<file path="config.mk">
export PLATFORM = sky130hd
export DESIGN_NAME = codec_reg_port
export DESIGN_NICKNAME = d
export VERILOG_FILES = /design/src/rtl/acp_pkg.sv /design/src/rtl/acp_lat_timer.sv /design/src/rtl/acp_shadow_store.sv /design/src/rtl/codec_reg_port.sv
export SDC_FILE = /design/constraint.sdc
export NUM_CORES = 2
export LEC_CHECK = 0
export BUFFER_PORTS_ARGS = -buffer_cell sky130_fd_sc_hd__buf_4
export CAP_MARGIN = 20
export CORE_MARGIN = 5
export CORE_UTILIZATION = 63
export DETAILED_ROUTE_END_ITERATION = 12
export GPL_TIMING_DRIVEN = 0
export MAX_ROUTING_LAYER = met4
export PLACE_DENSITY = 0.8
export SYNTH_ARGS = -nofsm -noshare
export SYNTH_HDL_FRONTEND = slang
export SYNTH_SLANG_ARGS = --single-unit
</file>
<file path="constraint.sdc">
create_clock -name clk -period 3.95 [get_ports clk]
set_input_delay 0.5925 -clock clk [delete_from_list [all_inputs] [get_ports clk]]
set_output_delay 0.5925 -clock clk [all_outputs]
set_load 0.005 [all_outputs]
</file>
<file path="src/rtl/acp_pkg.sv">
package acp_pkg;

    localparam int DATA_W   = 16;
    localparam int IDX_W    = 7;
    localparam int CODECS   = 2;
    localparam int ENTRIES  = 1 << (IDX_W - 1);

    typedef struct packed {
        logic [DATA_W-1:0] data;
        logic [7:0]        index;
        logic              sel_hi;
        logic              sel_cdc;
        logic [CODECS-1:0] vflag;
        logic              busy;
        logic              cmd_sel;
        logic              cmd_wr;
        logic [IDX_W-1:0]  cmd_idx;
    } port_state_t;

    function automatic logic [7:0] status_byte(input port_state_t s);
        return {s.sel_hi, s.sel_cdc, 2'b00, s.vflag[1], 1'b0, s.vflag[0], s.busy};
    endfunction

endpackage

</file>
<file path="src/rtl/acp_lat_timer.sv">
module acp_lat_timer #(
    parameter int LATENCY = 4
) (
    input  logic clk,
    input  logic rst_n,
    input  logic start,
    output logic expire
);
    localparam int CW = $clog2(LATENCY + 1);
    localparam logic [CW-1:0] LOAD = CW'(LATENCY);

    logic [CW-1:0] cnt_d, cnt_q;

    always_comb begin
        cnt_d = cnt_q;
        if (start)
            cnt_d = LOAD;
        else if (cnt_q != '0)
            cnt_d = cnt_q - 1'b1;
    end

    always_ff @(posedge clk or negedge rst_n) begin
        if (!rst_n) cnt_q <= '0;
        else        cnt_q <= cnt_d;
    end

    assign expire = (cnt_q == CW'(1));


    cnt_range_chk: assert property (@(posedge clk) disable iff (!rst_n)
        cnt_q <= LOAD);


    start_idle_chk: assert property (@(posedge clk) disable iff (!rst_n)
        start |-> (cnt_q == '0));

endmodule

</file>
<file path="src/rtl/acp_shadow_store.sv">
module acp_shadow_store #(
    parameter int NUM_CODECS = 2,
    parameter int ENTRIES    = 64,
    parameter int DW         = 16
) (
    input  logic                          clk,
    input  logic                          rst_n,
    input  logic                          wr_en,
    input  logic [$clog2(NUM_CODECS)-1:0] wr_sel,
    input  logic [$clog2(ENTRIES)-1:0]    wr_entry,
    input  logic [DW-1:0]                 wr_data,
    input  logic [$clog2(NUM_CODECS)-1:0] rd_sel,
    input  logic [$clog2(ENTRIES)-1:0]    rd_entry,
    output logic [DW-1:0]                 rd_data
);
    logic [DW-1:0] bank_rd [NUM_CODECS];

    for (genvar c = 0; c < NUM_CODECS; c++) begin : g_bank
        logic [DW-1:0] mem_q [ENTRIES];
        logic          hit;

        assign hit = wr_en && (int'(wr_sel) == c);

        always_ff @(posedge clk or negedge rst_n) begin
            if (!rst_n) begin
                for (int i = 0; i < ENTRIES; i++) mem_q[i] <= '0;
            end else if (hit) begin
                mem_q[wr_entry] <= wr_data;
            end
        end

        assign bank_rd[c] = mem_q[rd_entry];
    end

    assign rd_data = bank_rd[rd_sel];

endmodule

</file>
<file path="src/rtl/codec_reg_port.sv">
module codec_reg_port
    import acp_pkg::*;
#(
    parameter int LATENCY = 4
) (
    input  logic                clk,
    input  logic                rst_n,
    input  logic                host_we,
    input  logic [3:0]          host_be,
    input  logic [31:0]         host_wdata,
    output logic [31:0]         host_rdata,
    input  logic [CODECS-1:0]   cdc_present,
    output logic                cdc_req,
    output logic                cdc_commit,
    output logic                cdc_write,
    output logic                cdc_sel,
    output logic [IDX_W-1:0]    cdc_index,
    output logic [DATA_W-1:0]   cdc_wdata,
    input  logic [DATA_W-1:0]   cdc_rdata,
    input  logic                shd_sel,
    input  logic [IDX_W-1:0]    shd_index,
    output logic [DATA_W-1:0]   shd_data
);
    localparam int EW = IDX_W - 1;

    port_state_t st_d, st_q;
    logic        start;
    logic        expire;
    logic        accept;
    logic        eff_sel;
    logic [7:0]  new_idx;

    always_comb begin
        st_d    = st_q;
        start   = 1'b0;
        accept  = host_we && !st_q.busy;
        new_idx = host_wdata[23:16];
        eff_sel = host_be[3] ? host_wdata[30] : st_q.sel_cdc;

        // completion of an in-flight transaction
        if (st_q.busy && expire) begin
            st_d.busy = 1'b0;
            if (!st_q.cmd_wr) begin
                st_d.data                = cdc_rdata;
                st_d.vflag[st_q.cmd_sel] = 1'b1;
            end
        end

        // status byte: top two bits from host, low bits held
        if (host_we && host_be[3]) begin
            st_d.sel_hi  = host_wdata[31];
            st_d.sel_cdc = host_wdata[30];
        end

        if (accept) begin
            if (host_be[0]) st_d.data[7:0]  = host_wdata[7:0];
            if (host_be[1]) st_d.data[15:8] = host_wdata[15:8];
            if (host_be[2]) begin
                st_d.index = new_idx;
                if (cdc_present[eff_sel]) begin
                    if (new_idx[0]) begin
                        if (new_idx[7]) begin
                            st_d.data           = '0;
                            st_d.vflag[eff_sel] = 1'b1;
                        end
                    end else begin
                        start        = 1'b1;
                        st_d.busy    = 1'b1;
                        st_d.cmd_sel = eff_sel;
                        st_d.cmd_wr  = !new_idx[7];
                        st_d.cmd_idx = new_idx[6:0];
                    end
                end
            end
        end
    end

    always_ff @(posedge clk or negedge rst_n) begin
        if (!rst_n) st_q <= '0;
        else        st_q <= st_d;
    end

    acp_lat_timer #(.LATENCY(LATENCY)) u_timer (
        .clk    (clk),
        .rst_n  (rst_n),
        .start  (start),
        .expire (expire)
    );

    acp_shadow_store #(
        .NUM_CODECS (CODECS),
        .ENTRIES    (ENTRIES),
        .DW         (DATA_W)
    ) u_shadow (
        .clk      (clk),
        .rst_n    (rst_n),
        .wr_en    (cdc_commit),
        .wr_sel   (st_q.cmd_sel),
        .wr_entry (st_q.cmd_idx[IDX_W-1:1]),
        .wr_data  (st_q.cmd_wr ? st_q.data : cdc_rdata),
        .rd_sel   (shd_sel),
        .rd_entry (shd_index[IDX_W-1:1]),
        .rd_data  (shd_data)
    );

    assign host_rdata = {status_byte(st_q), st_q.index, st_q.data};
    assign cdc_req    = st_q.busy;
    assign cdc_commit = st_q.busy && expire;
    assign cdc_write  = st_q.cmd_wr;
    assign cdc_sel    = st_q.cmd_sel;
    assign cdc_index  = st_q.cmd_idx;
    assign cdc_wdata  = st_q.data;


    busy_hold_chk: assert property (@(posedge clk) disable iff (!rst_n)
        (cdc_req && !cdc_commit) |=> ($stable(host_rdata[23:0])));


    req_until_commit_chk: assert property (@(posedge clk) disable iff (!rst_n)
        (cdc_req && !cdc_commit) |=> cdc_req);


    req_end_chk: assert property (@(posedge clk) disable iff (!rst_n)
        $fell(cdc_req) |-> $past(cdc_commit));


    rd_flag0_chk: assert property (@(posedge clk) disable iff (!rst_n)
        (cdc_commit && !cdc_write && !cdc_sel) |=> host_rdata[25]);


    rd_flag1_chk: assert property (@(posedge clk) disable iff (!rst_n)
        (cdc_commit && !cdc_write && cdc_sel) |=> host_rdata[27]);


    odd_noreq_chk: assert property (@(posedge clk) disable iff (!rst_n)
        (host_we && host_be[2] && host_wdata[16] && !cdc_req) |=> !cdc_req);


    flag_sticky_chk: assert property (@(posedge clk) disable iff (!rst_n)
        $fell(host_rdata[25]) == 1'b0);

endmodule

</file>
* After elaboration in Yosys (flattened, before gate mapping)
Cells that the tools add are included.
Word-level totals: register bits after elaboration 2088, bits of input ports 65, memories 0, memory bits (read-only) 0, memory bits (writable) 0, output and inout port bits 75, latch bits 0, logic and storage cells 212
Cells by class: magnitude comparators 8, multipliers 0, shift operators 0, $add $sub $neg 1, div/mod/pow operators 0, equality and inequality tests 1, reduce and logical (&&, ||, !) cells 14, multiplexer cells 43, bitwise logic cells 7
Operator list (count):
- $bwmux W1024 | 2
- $mux W16 | 13
- $bmux W16 S6 | 2
- $demux W16 S6 | 1
- $mux W24 | 2
- $mux W12 | 3
- $mux W8 | 2
- $ge A7 B7 Y1 const B | 2
- $not A6 Y7 | 2
- $mux W10 | 1
- $mux W1 | 9
- $mux W3 | 3
- $logic_and A1 B1 Y1 | 8
- $lt A7 B1 Y1 const B | 1
- $mux W2 | 3
- $lt A1 B2 Y1 const B | 2
- $or A2 B2 Y2 | 2
- $reduce_and A4 Y1 | 1
- $eq A3 B1 Y1 const B | 1
- $reduce_bool A3 Y1 | 1
- $sub A3 B1 Y3 const B | 1
- $demux W1 S1 | 2
- $ge A1 B1 Y1 const B | 2
- $ge A2 B2 Y1 const B | 1
- other kinds (5) | 7

* Depth between registers and ports, before layout
depth in word-level cells 13, mapped depth 9

* Cells and area by module
A second synthesis with hierarchy kept.
Second synthesis, totals: cell total of the unflattened synthesis 5703, area, all modules 94739.6 um^2
Modules (own cells, without submodules):
- acp_shadow_store | cells each 5489, sequential area each 51249.2 um^2, area an instance 92486.2 um^2, instances 1
- codec_reg_port | cells each 196, sequential area each 925.9 um^2, area an instance 2055.7 um^2, instances 1
- acp_lat_timer | cells each 18, sequential area each 75.1 um^2, area an instance 197.7 um^2, instances 1

* Worst setup path before layout
OpenSTA, ideal clock, no wires.
kind input to output, start input shd_index[1], end output shd_data[10], arrival 3.013 ns, required time 3.357 ns, setup slack 0.344 ns, stages 6, path through buf_2 -> clkbuf_1 -> mux4_2 -> mux4_2 -> mux4_2 -> mux2_2
On the way: cells in the longest elaborated chain, start to end 7
RTL lines:
- start, declared | RTL line codec_reg_port.sv:21 | input logic [IDX_W-1:0] shd_index,
- $not A6 Y7 (not written as such) * | RTL line acp_shadow_store.sv:32 | assign bank_rd[c] = mem_q[rd_entry];
- $bmux W16 S6 | RTL line acp_shadow_store.sv:32
- $mux W16 (not written as such) (2 in series) | RTL line acp_shadow_store.sv:32
- $mux W16 (not written as such) * (3 in series) | RTL line acp_shadow_store.sv:35 | assign rd_data = bank_rd[rd_sel];
- end, declared | RTL line codec_reg_port.sv:22 | output logic [DATA_W-1:0] shd_data
Mark *: on every way between the ends. The rest lies on a longest branch, timed or not. The select of a mux whose other input is x is not followed.

* Final worst setup path
start input shd_index[5], end output shd_data[9]
The elaborated chain is that of the path after synthesis.

==> results_dict.tcl <==
set metrics [dict create \
    setup_ws_ps -237 \
    yosys_warnings 0 \
    drc_errors 0 \
    end_kind "output pin" \
    clk_pin_slew_ps 60 \
    setup_viol 110 \
    final_common_cell "dfrtp_1" \
    dieArea_um2 152000 \
    drv_cap 0 \
    dp.cells 10107 \
    cts_root_buf "clkbuf_16" \
    period_needed_ps 4190 \
    critPathKind "in2out" \
    hold_path_depth 3 \
    syn_avg_cell_area_um2 11.3 \
    layout.cells.non_filler 10600 \
    ant_nets 0 \
    grt_max_degree 200 \
    slew_headroom_pct 1.91 \
    io_pins 140 \
    switching_share_pct 35.9 \
    post-place-ws_ps -1770 \
    hp-start "cdc_present[0]" \
    power_density_nw_per_um2 589 \
    p_leak_nw 41.1 \
    clkPwrFrac_pct 34.7 \
    htree_levels 4 \
    synthDistinctLibCells 44 \
    finClkSkew_ps 36.0 \
    status "finished with violations" \
    slew_viol_final 0 \
    yosysSeqAreaShare_pct 57.5 \
    maxClockFrequency_ghz 0.239 \
    clockBufferDepth 3 \
    layout-drive-gt1-share_pct 18.0 \
    worst-path-max-fanout 10 \
    comb_power_share_pct 25.6 \
    grt-ovfl-total 0 \
    ys.flop_type "dfrtp_1" \
    switching_power_mw 22.3 \
    r2r_start "u_timer.cnt_q[1]" \
    synthArstFlopShare_pct 100 \
    grt_pass1_vias 74035 \
    rsz0062_at_grt "true" \
    power_frac_seq_pct 39.7 \
    synthCells 8033 \
    grt_use_total_pct 48.2 \
    worstSkewPairLatency_ps 870 \
    reg2reg_depth 9 \
    final_cell_mix "dfrtp_1, nand2_1, a21oi_1" \
    cp.arrival_ps 3590 \
    clock-sinks 2088 \
    drt_iter0_drc 12596 \
    cts_tree "yes" \
    dr.pass1.iters 10 \
    tightest_slew_ps 1470 \
    nNetsFinal 8558 \
    gp_congestion 1.07 \
    routed_wl_mm 354 \
    area_delta_synth_final_pct 15.8 \
    die_h_um 390 \
    postPlaceCellArea_um2 95100 \
    worstSetupStartpointType "input pin" \
    hold_ws_ps 19.2 \
    hold_viol 0 \
    p_total_mw 62.0 \
    cts-buffers-inserted 206 \
    fp.dieW_um 390 \
    synth_seq_cells 2088 \
    period_share_pct 106 \
    grt_antenna_before_repair 27 \
    r2r-end "u_shadow.g_bank[0].mem_q[519]" \
    setup_tns_ps -6160 \
    intPower_mw 39.7 \
    rrSetupSlack_ps -160 \
    finish.instance_area_um2 105000 \
    rows 139 \
    io_buffers 122 \
    required_ps 3360 \
    synth_edf_count 0 \
    initial_core_util_pct 63.3 \
    core_um2 143000 \
    hp-class "in2reg" \
    grt_pass1_wl_mm 510 \
    hold_path_end "cdc_sel" \
    nFillCells 9346 \
    wl_per_cell_um 33.4 \
    vias 75216 \
    vias_per_cell 7.10 \
    utilization_pct 73.3 \
    irDropWorstVdd_mv 0.525 \
    syn-cell-area_um2 90900 \
    dp_hpwl_mm 247 \
    violations "negative setup slack" \
]
[metal layers]
layer  wire, um  part of all wire [%]  global-route usage, %  vias up
met3      55700                    16                   20.5     1566
met2     149000                    42                   64.6     6511
met5          0                     0                      -        -
met1     115000                    33                   58.7    38048
met4      34000                   9.6                   34.7        0
li1           -                     -                      -    29091
[cell type report]
type                       instances  area (um2)  area share, %
clock inverter                   104        1450           1.38
sequential                      2088       52300           49.7
clock buffer                     282        5980           5.68
tap                             1903        2380           2.26
timing repair buffer             252        2870           2.73
inverter                           5        18.8         0.0178
antenna                           29        72.6         0.0690
buffer                           861        4470           4.24
multi-input combinational       5076       35700           34.0
[logic make-up (layout without fill, tap and decap cells)]
kind of cell,after synthesis,count (layout),share of synthesized area (%)
multiplexers,722,722,17.2
AO/OA/AOI/OAI,2089,2089,11.6
XOR/XNOR,1,1,0.00964
flip-flops,2088,2088,57.5
AND/OR/NAND/NOR,2257,2257,9.83
adder cells (fa/ha/maj),3,3,0.0413
buffers and inverters,872,1504,3.81
other,1,33,0.00413
[sequential cells by signal (all words and copies together), names as in the netlist]
name and cells:
cdc_index 6, u_shadow.g_bank.mem_q 2048, cdc_write 1, u_timer.cnt_q 3, cdc_req 1, cdc_wdata 16
cdc_sel 1, host_rdata 12
[critical path, stage by stage]
cell	delay, ps
clkbuf_1	640
buf_8	260
clkbuf_2	460
mux4_2	480
mux4_2	630
mux2_4	360
buf_6	130
[synth_stat cells (4+ instances only)]
cell / count / area (um2)
dfrtp_1: 2088 / 52300
nand2_1: 1064 / 3990
a21oi_1: 1041 / 5210
nor2_1: 1030 / 3870
o21ai_0: 993 / 4970
clkbuf_1: 746 / 2800
mux4_2: 672 / 15100
nor4_1: 64 / 400
buf_1: 44 / 165
buf_2: 44 / 220
nand4_1: 36 / 225
mux2_2: 32 / 360
o21ai_1: 31 / 155
buf_4: 30 / 225
or4_1: 28 / 210
mux2i_1: 18 / 180
o211ai_1: 16 / 120
nand2b_1: 6 / 37.5
inv_1: 5 / 18.8
nand3b_1: 5 / 37.5
nor2b_1: 4 / 25.0
[power by group through the flow]
stage	registers (mW)	clock network [mW]	logic, mW
after CTS	24.5	21.4	14.5
after floorplan	24.4	0	6.33
after global placement	24.8	0	13.4
after global routing	24.7	22.3	15.8
after detailed placement	24.9	0	14.0
final	24.6	21.5	15.8
[how the worst max path moves through the flow]
stage | from | endpoint | slack (ps) | cells past startpoint
finish | shd_index[5] | shd_data[9] | -240 | 7
global route | u_shadow.g_bank[1].mem_q[151] | shd_data[7] | -190 | 5
CTS | u_shadow.g_bank[1].mem_q[39] | shd_data[7] | -110 | 5
detailed placement | shd_index[3] | shd_data[14] | -1770 | 9
global placement | rst_n | u_shadow.g_bank[1].mem_q[136] | -22520 | 1
floorplan | shd_index[1] | shd_data[10] | 340 | 6
[timing repair]
item                       CTS  global route
setup endpoints to repair  746          1160
gates cloned                 7             3
buffers inserted            32            14
hold endpoints to repair   163             0
hold buffers                22             0
gates resized for setup    400           117
(Power assumes the default switching activity.)
